<file path="src/rtl/sio_fifo_pkg.sv">
// Shared constants and types for the serial port FIFO pair.
// Assumes a control byte of 8 bits. Field positions are fixed because
// software encodes them.
package sio_fifo_pkg;
    localparam int CFG_W       = 8;
    localparam int EN_BIT      = 0;
    localparam int RXCLR_BIT   = 1;
    localparam int TXCLR_BIT   = 2;
    localparam int RESV_LSB    = 3;
    localparam int RESV_W      = 3;
    localparam int TRIG_LSB    = 6;
    localparam int TRIG_W      = 2;

    typedef enum logic [TRIG_W-1:0] {
        TRIG_SEL_A = 2'b00,
        TRIG_SEL_B = 2'b01,
        TRIG_SEL_C = 2'b10,
        TRIG_SEL_D = 2'b11
    } trig_sel_e;

    typedef struct packed {
        logic      en;
        trig_sel_e trig;
    } fifo_cfg_t;
endpackage

</file>
<file path="src/rtl/sio_fifo_ctrl.sv">
// Control byte decoder. It keeps the enable and the threshold code, and it
// turns flush commands and enable changes into one-cycle flush pulses.
// Assumes cfg_wr is high for one cycle per write. Nothing is read back.
module sio_fifo_ctrl
    import sio_fifo_pkg::*;
(
    input  logic                 clk,
    input  logic                 rst_n,
    input  logic                 cfg_wr,
    input  logic [CFG_W-1:0]     cfg_data,
    output fifo_cfg_t            cfg_q,
    output logic                 rx_flush,
    output logic                 tx_flush
);
    logic             en_flip;
    logic             fields_ok;
    logic [RESV_W-1:0] resv_unused;

    // Decode the write into flush pulses. Reserved bits are dropped.
    always_comb begin
        en_flip     = cfg_wr && (cfg_data[EN_BIT] != cfg_q.en);
        fields_ok   = cfg_wr && cfg_data[EN_BIT];
        rx_flush    = en_flip || (fields_ok && cfg_data[RXCLR_BIT]);
        tx_flush    = en_flip || (fields_ok && cfg_data[TXCLR_BIT]);
        resv_unused = cfg_data[RESV_LSB +: RESV_W];
    end

    // Hold the enable and the threshold code. Upper fields load only when enabling.
    always_ff @(posedge clk) begin
        if (!rst_n) begin
            cfg_q <= '0;
        end else if (cfg_wr) begin
            cfg_q.en <= cfg_data[EN_BIT];
            if (cfg_data[EN_BIT]) begin
                cfg_q.trig <= trig_sel_e'(cfg_data[TRIG_LSB +: TRIG_W]);
            end
        end
    end
endmodule

</file>
<file path="src/rtl/sio_byte_fifo.sv">
// Circular FIFO with show-ahead read data, an occupancy count and a flush.
// A flush overrides push and pop. While en is low the queue is frozen.
// TRACK_OVR = 1 adds a sticky flag for dropped pushes, cleared by a flush.
// Assumes DEPTH >= 2. Any depth works because the pointers wrap explicitly.
module sio_byte_fifo #(
    parameter int DATA_W    = 8,
    parameter int DEPTH     = 16,
    parameter bit TRACK_OVR = 1'b1,
    localparam int AW       = $clog2(DEPTH),
    localparam int CW       = $clog2(DEPTH + 1)
) (
    input  logic              clk,
    input  logic              rst_n,
    input  logic              en,
    input  logic              flush,
    input  logic              push,
    input  logic [DATA_W-1:0] wdata,
    input  logic              pop,
    output logic [DATA_W-1:0] rdata,
    output logic [CW-1:0]     count,
    output logic              full,
    output logic              empty,
    output logic              overrun
);
    logic [DATA_W-1:0] mem [DEPTH];
    logic [AW-1:0]     wr_ptr;
    logic [AW-1:0]     rd_ptr;
    logic              push_ok;
    logic              pop_ok;
    logic              drop;

    function automatic logic [AW-1:0] bump(input logic [AW-1:0] p);
        return (p == AW'(DEPTH - 1)) ? '0 : p + 1'b1;
    endfunction

    // Flags and accept conditions. A pop frees a slot for a push in the same cycle.
    always_comb begin
        full    = (count == CW'(DEPTH));
        empty   = (count == '0);
        pop_ok  = en && !flush && pop && !empty;
        push_ok = en && !flush && push && (!full || pop_ok);
        drop    = en && !flush && push && !push_ok;
        rdata   = mem[rd_ptr];
    end

    // Storage write. The array has no reset.
    always_ff @(posedge clk) begin
        if (push_ok) begin
            mem[wr_ptr] <= wdata;
        end
    end

    // Pointer and occupancy update. A flush wins over everything else.
    always_ff @(posedge clk) begin
        if (!rst_n || flush) begin
            wr_ptr <= '0;
            rd_ptr <= '0;
            count  <= '0;
        end else begin
            if (push_ok) wr_ptr <= bump(wr_ptr);
            if (pop_ok)  rd_ptr <= bump(rd_ptr);
            case ({push_ok, pop_ok})
                2'b10:   count <= count + 1'b1;
                2'b01:   count <= count - 1'b1;
                default: count <= count;
            endcase
        end
    end

    generate
        if (TRACK_OVR) begin : g_ovr
            logic ovr_q;
            // Sticky dropped-push flag, cleared only by a flush.
            always_ff @(posedge clk) begin
                if (!rst_n || flush) ovr_q <= 1'b0;
                else if (drop)       ovr_q <= 1'b1;
            end
            assign overrun = ovr_q;
        end else begin : g_no_ovr
            logic drop_unused;
            assign drop_unused = drop;
            assign overrun     = 1'b0;
        end
    endgenerate
endmodule

</file>
<file path="src/rtl/sio_rx_trigger.sv">
// Maps the 2-bit threshold code to a byte count and compares it with receive
// occupancy. The result is purely combinational.
// Assumes every level is between 1 and the queue depth.
module sio_rx_trigger
    import sio_fifo_pkg::*;
#(
    parameter int CW  = 5,
    parameter int LV0 = 1,
    parameter int LV1 = 4,
    parameter int LV2 = 8,
    parameter int LV3 = 14
) (
    input  logic          en,
    input  trig_sel_e     sel,
    input  logic [CW-1:0] count,
    output logic          irq
);
    logic [CW-1:0] level;

    // Decode the non-linear threshold and compare it with occupancy.
    always_comb begin
        case (sel)
            TRIG_SEL_A: level = CW'(LV0);
            TRIG_SEL_B: level = CW'(LV1);
            TRIG_SEL_C: level = CW'(LV2);
            default:    level = CW'(LV3);
        endcase
        irq = en && (count >= level);
    end
endmodule

</file>
<file path="src/rtl/sio_fifo_pair.sv">
// Receive and transmit byte queues for a serial port, driven by a single
// write-only control byte, with a receive threshold interrupt request.
// Assumes a one-cycle cfg_wr strobe and a synchronous active-low reset.
module sio_fifo_pair #(
    parameter int DATA_W  = 8,
    parameter int DEPTH   = 16,
    parameter int TRIG_L0 = 1,
    parameter int TRIG_L1 = 4,
    parameter int TRIG_L2 = 8,
    parameter int TRIG_L3 = 14,
    localparam int CW     = $clog2(DEPTH + 1)
) (
    input  logic              clk,
    input  logic              rst_n,
    input  logic              cfg_wr,
    input  logic [7:0]        cfg_data,
    input  logic              rx_push,
    input  logic [DATA_W-1:0] rx_wdata,
    input  logic              rx_pop,
    output logic [DATA_W-1:0] rx_rdata,
    output logic [CW-1:0]     rx_count,
    output logic              rx_full,
    output logic              rx_empty,
    output logic              rx_overrun,
    output logic              rx_irq,
    input  logic              tx_push,
    input  logic [DATA_W-1:0] tx_wdata,
    input  logic              tx_pop,
    output logic [DATA_W-1:0] tx_rdata,
    output logic [CW-1:0]     tx_count,
    output logic              tx_full,
    output logic              tx_empty
);
    import sio_fifo_pkg::*;

    fifo_cfg_t cfg_q;
    logic      fifo_en;
    logic      rx_flush;
    logic      tx_flush;
    logic      tx_ovr_unused;

    assign fifo_en = cfg_q.en;

    sio_fifo_ctrl u_ctrl (
        .clk      (clk),
        .rst_n    (rst_n),
        .cfg_wr   (cfg_wr),
        .cfg_data (cfg_data),
        .cfg_q    (cfg_q),
        .rx_flush (rx_flush),
        .tx_flush (tx_flush)
    );

    sio_byte_fifo #(.DATA_W(DATA_W), .DEPTH(DEPTH), .TRACK_OVR(1'b1)) u_rx (
        .clk     (clk),
        .rst_n   (rst_n),
        .en      (fifo_en),
        .flush   (rx_flush),
        .push    (rx_push),
        .wdata   (rx_wdata),
        .pop     (rx_pop),
        .rdata   (rx_rdata),
        .count   (rx_count),
        .full    (rx_full),
        .empty   (rx_empty),
        .overrun (rx_overrun)
    );

    sio_byte_fifo #(.DATA_W(DATA_W), .DEPTH(DEPTH), .TRACK_OVR(1'b0)) u_tx (
        .clk     (clk),
        .rst_n   (rst_n),
        .en      (fifo_en),
        .flush   (tx_flush),
        .push    (tx_push),
        .wdata   (tx_wdata),
        .pop     (tx_pop),
        .rdata   (tx_rdata),
        .count   (tx_count),
        .full    (tx_full),
        .empty   (tx_empty),
        .overrun (tx_ovr_unused)
    );

    sio_rx_trigger #(
        .CW(CW), .LV0(TRIG_L0), .LV1(TRIG_L1), .LV2(TRIG_L2), .LV3(TRIG_L3)
    ) u_trig (
        .en    (fifo_en),
        .sel   (cfg_q.trig),
        .count (rx_count),
        .irq   (rx_irq)
    );
endmodule

</file>
<file path="config.mk">
export PLATFORM = sky130hd
export DESIGN_NAME = sio_fifo_pair
export DESIGN_NICKNAME = d
export VERILOG_FILES = /design/src/rtl/sio_fifo_pkg.sv /design/src/rtl/sio_fifo_ctrl.sv /design/src/rtl/sio_byte_fifo.sv /design/src/rtl/sio_rx_trigger.sv /design/src/rtl/sio_fifo_pair.sv
export SDC_FILE = /design/constraint.sdc
export NUM_CORES = 1
export LEC_CHECK = 0
export CAP_MARGIN = 20
export CORE_UTILIZATION = 64
export DETAILED_ROUTE_END_ITERATION = 10
export PLACE_DENSITY = 0.83
export SYNTH_ARGS = -nofsm -noshare
export SYNTH_HDL_FRONTEND = slang
export SYNTH_SLANG_ARGS = --single-unit
</file>
<file path="constraint.sdc">
create_clock -name clk -period 9.3 [get_ports clk]
set_clock_uncertainty 0.1 [all_clocks]
set_input_delay 1.86 -clock clk [delete_from_list [all_inputs] [get_ports clk]]
set_output_delay 1.86 -clock clk [all_outputs]
set_load 0.01 [all_outputs]
</file>
==> flow_summary.ini, run 1 <==
[power]
max_rail_drop_vdd_mv = 0.169
power_density_nw_per_um2 = 194
leakage_power_nw = 4.37
fin_total_pwr_mw = 2.65

[worst_setup_path]
worst-r2r-setup-slack_ns = 6.05
critical_path.reg2reg.endpoint = u_tx.count[4]$_SDFFE_PP0P_
worst-endpoint-arrival_ns = 3.03
startpoint_type = register
crit-reg2reg-launch = u_tx.count[2]$_SDFFE_PP0P_
worst-endpoint-required_ns = 7.34
path_max_fanout = 32
critical_path.endpoint = rx_rdata[6]
cp-end-kind = primary output
critPathKind = register to primary output
reg2regPathDepth = 12

[synth]
warnings_synthesis = 0
yosys-top-cells-area = sky130_fd_sc_hd__edfxtp_1 65%, sky130_fd_sc_hd__mux4_2 15%, sky130_fd_sc_hd__dfxtp_1 6.4%, sky130_fd_sc_hd__ha_1 2.1%, sky130_fd_sc_hd__nor2_1 1.3%
post_synth_num_cell_types = 54
synth-seq-cells = 294
area_of_the_mapped_netlist_sq_um = 11900
post_synth.cell_area_avg_sq_um = 18.6
seq_area_frac_synth = 0.710
synth_top_cell_by_area = sky130_fd_sc_hd__edfxtp_1
synth_top_cell_area_share = 0.646
post_synth_mux_area_share = 0.158
syn-instance-count = 640
postSynthNetCount = 692
yosys.area_share.simple = 0.0545
synthAdderAreaFrac = 0.0227
synthXorXnorAreaFrac = 0.00810
synth.top_cells.by_count = 256 x sky130_fd_sc_hd__edfxtp_1, 80 x sky130_fd_sc_hd__mux4_2, 41 x sky130_fd_sc_hd__nor2_1, 38 x sky130_fd_sc_hd__dfxtp_1, 23 x sky130_fd_sc_hd__nand2_1
synth_most_common_cell = sky130_fd_sc_hd__edfxtp_1
synth_top_family_by_area = multiplexers
most_instantiated_flip_flop_cell_in_the_synthesis_netlist = sky130_fd_sc_hd__edfxtp_1
synth_edf_count = 256
compound_gate_fraction_of_synth_area = 0.0270
async_reset_ff_frac = 0

[die]
die-width_microns = 138
floorplan.initialDensity = 0.658
die_h_microns = 138
pin_count = 63
number_of_core_rows = 49
core-area_sq_um = 18100
die_area_sq_um = 19100

[cells_and_area]
syn2layout_area_growth_pct = 15.3
stdcell_count = 964
finalNetCount = 766
diodes = 0
layout-drive-gt1-share = 0.203
stdcell_area_sq_um = 13700

[placed_design]
routabilityCongestion = 0.769
placed_instance_area_sq_um = 12700
dpl.cell_count = 906
portBuffers = 59
hpwlAfterDp_mm = 14.4
pre_cts_slack_ns = 4.15

[global_routing]
global_route_wire_length_before_repair_mm = 39.7
grt_util_all_layers = 0.280
grt_antenna_before_repair = 0
overflow = 0
via_count_of_the_first_global_routing_pass = 6691
grt_start_max_net_pins = 33

[clock_network]
cts-buffers-inserted = 28
tritoncts_clock_tree = yes
cts_stage_hold_buffer_count = 0
clk_slew_on_worst_s_h_paths_ns = 0.06
htreeDepth = 1
cts_post_setup_buffers_inserted = 0
cts_sinks = 294
clock_path_buffers = 3
ctsResizeCount = 0
ctsRootBufferMaster = sky130_fd_sc_hd__clkbuf_16
clk-insertion-delay-late_ns = 0.54

[hold_path]
worst_hold_path_type = register to register
whs_path_depth = 2

[timing]
hold_viol = 0
final.period_utilization = 0.537
timing.final.ws_setup_ns = 4.31
final.min_clock_period_ns = 4.99
grt_setup_unrepaired = no
fmax_achieved_mhz = 200
timing.setup.tns_ns = 0
max-slew-margin-rel = 0.258
timing.final.setup_violations = 0
worstMarginPinSlew_ns = 1.11
slew_viol_final = 0

[drt]
via_per_inst = 6.64
sum_of_routed_wire_length_over_all_layers_mm = 25.8
drtIter0Drc = 641
route.vias.total = 6402
number_of_detailed_route_iterations_in_the_first_pass = 8
route.detailed.wl_per_inst_microns = 26.8
antenna_violating_nets_post_route = 0
post-route-drc-count = 6

[status]
result_of_the_run = finished with violations
violations = design-rule violations

[job]
max_cap_violations = 0
cells in the final DEF (no fill, tap or decap), types with 5 or more instances in the layout:
cell type	count
sky130_fd_sc_hd__a21oi_1	20
sky130_fd_sc_hd__xor2_1	5
sky130_fd_sc_hd__nand3_1	10
sky130_fd_sc_hd__clkbuf_16	29
sky130_fd_sc_hd__nand2_1	23
sky130_fd_sc_hd__nand2b_1	8
sky130_fd_sc_hd__nor2_1	41
sky130_fd_sc_hd__inv_1	19
sky130_fd_sc_hd__ha_1	20
sky130_fd_sc_hd__edfxtp_1	256
sky130_fd_sc_hd__nor3_1	5
sky130_fd_sc_hd__dfxtp_1	35
sky130_fd_sc_hd__xnor2_1	6
sky130_fd_sc_hd__mux4_2	80
sky130_fd_sc_hd__clkdlybuf4s50_1	59
sky130_fd_sc_hd__mux2i_1	7
sky130_fd_sc_hd__clkinv_1	7
sky130_fd_sc_hd__clkbuf_1	8
sky130_fd_sc_hd__o21ai_0	9
sky130_fd_sc_hd__buf_4	11
sky130_fd_sc_hd__and3_1	9
state kept, by name, summed over array words and instances (netlist names), named ones only:
signal and cells:
u_rx.mem 128, u_rx.wr_ptr 4, u_tx.rd_ptr 4, u_tx.wr_ptr 4
u_ctrl.cfg_q 3, u_tx.mem 128, u_rx.rd_ptr 4, u_tx.count 5
u_rx.count 5, u_rx.overrun 1
kinds of logic after synthesis:
| group | Yosys count |
|---|---|
| compound gates | 51 |
| flops | 294 |
| simple gates | 124 |
| buf+inv | 51 |
| mux | 88 |
| fa+ha+maj | 21 |
| xor+xnor | 11 |
metrics by stage:
stage	hold slack, ns	util
4_1_cts	0.380	0.755
5_1_grt	0.426	0.758
6_report	0.375	0.758
2_1_floorplan	0.370	-
3_5_place_dp	0.360	0.704
3_3_place_gp	0.358	0.704
critical path: stages (launching register included):
cell and delay, ns:
sky130_fd_sc_hd__dfxtp_2 0.32, sky130_fd_sc_hd__buf_4 0.52, sky130_fd_sc_hd__mux4_2 0.63, sky130_fd_sc_hd__mux4_2 0.50, sky130_fd_sc_hd__clkdlybuf4s50_1 0.50
how the worst min path moves through the flow:
stage / to / slack (ns) / start
after floorplan: u_ctrl.cfg_q[0]$_SDFFE_PN0N_ / 0.37 / u_ctrl.cfg_q[0]$_SDFFE_PN0N_
after global placement: u_rx.overrun$_SDFFE_PP0P_ / 0.36 / u_rx.overrun$_SDFFE_PP0P_
after detailed placement: u_rx.overrun$_SDFFE_PP0P_ / 0.36 / u_rx.overrun$_SDFFE_PP0P_
after CTS: u_rx.overrun$_SDFFE_PP0P_ / 0.38 / u_rx.overrun$_SDFFE_PP0P_
after global routing: u_ctrl.cfg_q[1]$_SDFFE_PN0N_ / 0.43 / u_ctrl.cfg_q[1]$_SDFFE_PN0N_
final: u_rx.overrun$_SDFFE_PP0P_ / 0.38 / u_rx.overrun$_SDFFE_PP0P_
report_power, final:
group | internal [mW] | total, mW | switching [mW]
Clock | 0.682 | 1.16 | 0.479
Sequential | 1.43 | 1.44 | 0.00220
Combinational | 0.0232 | 0.0561 | 0.0328
Total | 2.14 | 2.65 | 0.514
area by class of cell:
class                           instances  area (sq um)
Clock inverter                         14           169
Timing Repair Buffer                   76           726
Multi-Input combinational cell        295          3250
Tap cell                              229           287
Fill cell                             941          4380
Inverter                               19          71.3
Sequential cell                       294          8450
Clock buffer                           37           756
metal layers:
layer	part of all wire	track usage
met1	0.40	0.382
met3	0.078	0.0468
met4	0.019	0.0804
met5	0	0
met2	0.51	0.473
Note: power is estimated with default switching activity, not from simulation.
==> inputs of run 2 (changes only) <==
--- a/config.mk
+++ b/config.mk
@@ -6,9 +6,9 @@
 export NUM_CORES = 1
 export LEC_CHECK = 0
 export CAP_MARGIN = 20
-export CORE_UTILIZATION = 64
+export CORE_UTILIZATION = 60
 export DETAILED_ROUTE_END_ITERATION = 10
-export PLACE_DENSITY = 0.83
+export PLACE_DENSITY = 0.79
 export SYNTH_ARGS = -nofsm -noshare
 export SYNTH_HDL_FRONTEND = slang
 export SYNTH_SLANG_ARGS = --single-unit
==> constraint.sdc (replaced) <==
create_clock -name clk -period 5.2 [get_ports clk]
set_clock_uncertainty 0.1 [all_clocks]
set_input_delay 1.04 -clock clk [delete_from_list [all_inputs] [get_ports clk]]
set_output_delay 1.04 -clock clk [all_outputs]
set_load 0.01 [all_outputs]
==> flow_summary.ini, run 2 (synthesis results as in run 1) <==
[worst_setup_path]
path_max_fanout = 19
critPathSlowestCell = sky130_fd_sc_hd__dfxtp_2
startpoint_type = register
cp-end-kind = primary output
worst-r2r-setup-slack_ns = 1.98
critical-path-top-cell-by-count = sky130_fd_sc_hd__mux4_2
critPathKind = register to primary output
worst-endpoint-arrival_ns = 3.21
crit-reg2reg-launch = u_tx.count[0]$_SDFFE_PP0P_
crit_chain = buf_4, mux4_2, mux4_2, clkdlybuf4s50_1
reg2regPathDepth = 12
critical_path.reg2reg.endpoint = u_tx.count[4]$_SDFFE_PP0P_
critPathMaxStageDelay_ns = 0.66
worst-endpoint-required_ns = 4.06

[drt]
route.top_layer_used = met4
via_per_inst = 6.23
drtIter0Drc = 546
m1WireLength_mm = 9.64
route.vias.total = 6237
met3_wirelength_mm = 1.73
antenna_violating_nets_post_route = 0
post-route-drc-count = 0
detailroute.wirelength.met2_mm = 12.2
sum_of_routed_wire_length_over_all_layers_mm = 24.1
route.detailed.wl_per_inst_microns = 24.1
number_of_detailed_route_iterations_in_the_first_pass = 5

[cells_and_area]
largest_regs = u_rx.mem (128), u_tx.mem (128)
multi_input_comb_area_sq_um = 3240
layout_common_cells = 256 x sky130_fd_sc_hd__edfxtp_1, 80 x sky130_fd_sc_hd__mux4_2, 59 x sky130_fd_sc_hd__clkdlybuf4s50_1, 41 x sky130_fd_sc_hd__nor2_1, 36 x sky130_fd_sc_hd__dfxtp_1
finalCoreUtilization = 0.714
finalNetCount = 766
seq_area_sq_um = 8450
fill_cells = 1139
layout-drive-gt1-share = 0.217
mostFrequentLayoutCell = sky130_fd_sc_hd__edfxtp_1
syn2layout_area_growth_pct = 16.8
diodes = 0

[global_routing]
grt_util_all_layers = 0.250
grt_start_max_net_pins = 33
global_route_wire_length_before_repair_mm = 37.2
overflow = 0
via_count_of_the_first_global_routing_pass = 6569
grt_antenna_before_repair = 0

[hold_path]
hold_path.startpoint = u_rx.wr_ptr[0]$_SDFFE_PP0P_
whs_endpoint = u_rx.wr_ptr[0]$_SDFFE_PP0P_
whs_path_depth = 2
worst_hold_path_type = register to register

[power]
intPower_mw = 4.05
fin_total_pwr_mw = 4.96
power_density_nw_per_um2 = 357
power.share.switching = 0.184
p_comb_frac = 0.020
max_rail_drop_vdd_mv = 0.241
clkPwrFrac = 0.462
power.sequential.fraction = 0.518
leakage_power_nw = 4.43
power.net_switching_uw = 913

[timing]
max-slew-margin-rel = 0.237
worstMarginPinSlew_ns = 1.14
timing.setup.tns_ns = 0
grt_setup_unrepaired = no
timing.final.setup_violations = 0
slew_viol_final = 0
final.min_clock_period_ns = 4.35
fmax_achieved_mhz = 230
final.period_utilization = 0.836
hold_viol = 0

[clock_network]
htreeDepth = 1
clk_slew_on_worst_s_h_paths_ns = 0.06
tritoncts_clock_tree = yes
cts-buffers-inserted = 28
ctsResizeCount = 0
clk-insertion-delay-late_ns = 0.53
ctsRootBufferMaster = sky130_fd_sc_hd__clkbuf_16
cts_sinks = 294
cts_post_setup_buffers_inserted = 0
cts_stage_hold_buffer_count = 0
clock_path_buffers = 3

[die]
die-width_microns = 143
die_h_microns = 143
number_of_core_rows = 51
core-area_sq_um = 19500
die_area_sq_um = 20400
floorplan.initialDensity = 0.611
pin_count = 63

[placed_design]
hpwlAfterDp_mm = 14.6
routabilityCongestion = 0.793
portBuffers = 59

[status]
result_of_the_run = finished clean

[job]
max_cap_violations = 0
run 2: cell types whose count changed in the layout (fill, tap and decap cells not counted), moves of 2 or more:
cell and delta:
sky130_fd_sc_hd__clkinv_2 +4, sky130_fd_sc_hd__clkbuf_4 -4, sky130_fd_sc_hd__buf_4 +5, sky130_fd_sc_hd__clkinv_1 -5, sky130_fd_sc_hd__clkbuf_8 +2, sky130_fd_sc_hd__bufinv_16 +4
sky130_fd_sc_hd__clkinvlp_4 +5, sky130_fd_sc_hd__inv_6 -2, sky130_fd_sc_hd__clkbuf_1 -7
run 2: stage by stage:
stage / area, sq um / hold slack [ns] / worst slack [ns] / instances
after floorplan: 11900 / 0.370 / 1.66 / 640
after global placement: 12800 / 0.381 / 0.989 / 948
after detailed placement: 12800 / 0.401 / 0.897 / 948
after CTS: 13900 / 0.417 / 0.753 / 1000
after global routing: 13900 / 0.448 / 0.677 / 1001
final: 13900 / 0.417 / 0.850 / 1001
run 2: worst max path at each step:
stage / startpoint / endpoint / slack, ns / cells past startpoint
after global routing: register / tx_rdata[1] / 0.68 / 4
after floorplan: cfg_data[2] / u_tx.count[4]$_SDFFE_PP0P_ / 1.66 / 14
after CTS: register / tx_rdata[1] / 0.75 / 4
after global placement: cfg_data[0] / u_tx.count[4]$_SDFFE_PP0P_ / 0.99 / 13
after detailed placement: cfg_data[0] / u_tx.count[4]$_SDFFE_PP0P_ / 0.90 / 13
final: register / tx_rdata[1] / 0.85 / 4
run 2: per-layer routing:
layer / GRT usage / up-vias
met5: 0 / -
met2: 0.421 / 278
met4: 0.0798 / 0
met1: 0.334 / 3190
met3: 0.0443 / 53
li1: - / 2716
run 2: layout make-up:
type / instances / share of cell area
sequential: 294 / 0.609
multi-input combinational: 295 / 0.234
clock buffer: 32 / 0.0545
timing repair buffer: 76 / 0.0520
tap: 265 / 0.0239
clock inverter: 20 / 0.0223
inverter: 19 / 0.00514
run 2: worst max-delay path: cells and delay by family, from the launching register on:
family | cells | cell delay [ns]
DFF | 1 | 0.66
buffers and inverters | 2 | 0.95
muxes | 2 | 1.04
run 2: power groups by stage:
stage | clock (mW) | combinational (mW) | sequential (mW)
after detailed placement | 0 | 0.0982 | 2.62
after global routing | 2.40 | 0.108 | 2.57
after floorplan | 0 | 0.0338 | 2.62
final | 2.29 | 0.0987 | 2.57
after global placement | 0 | 0.0912 | 2.62
after CTS | 2.32 | 0.0994 | 2.57
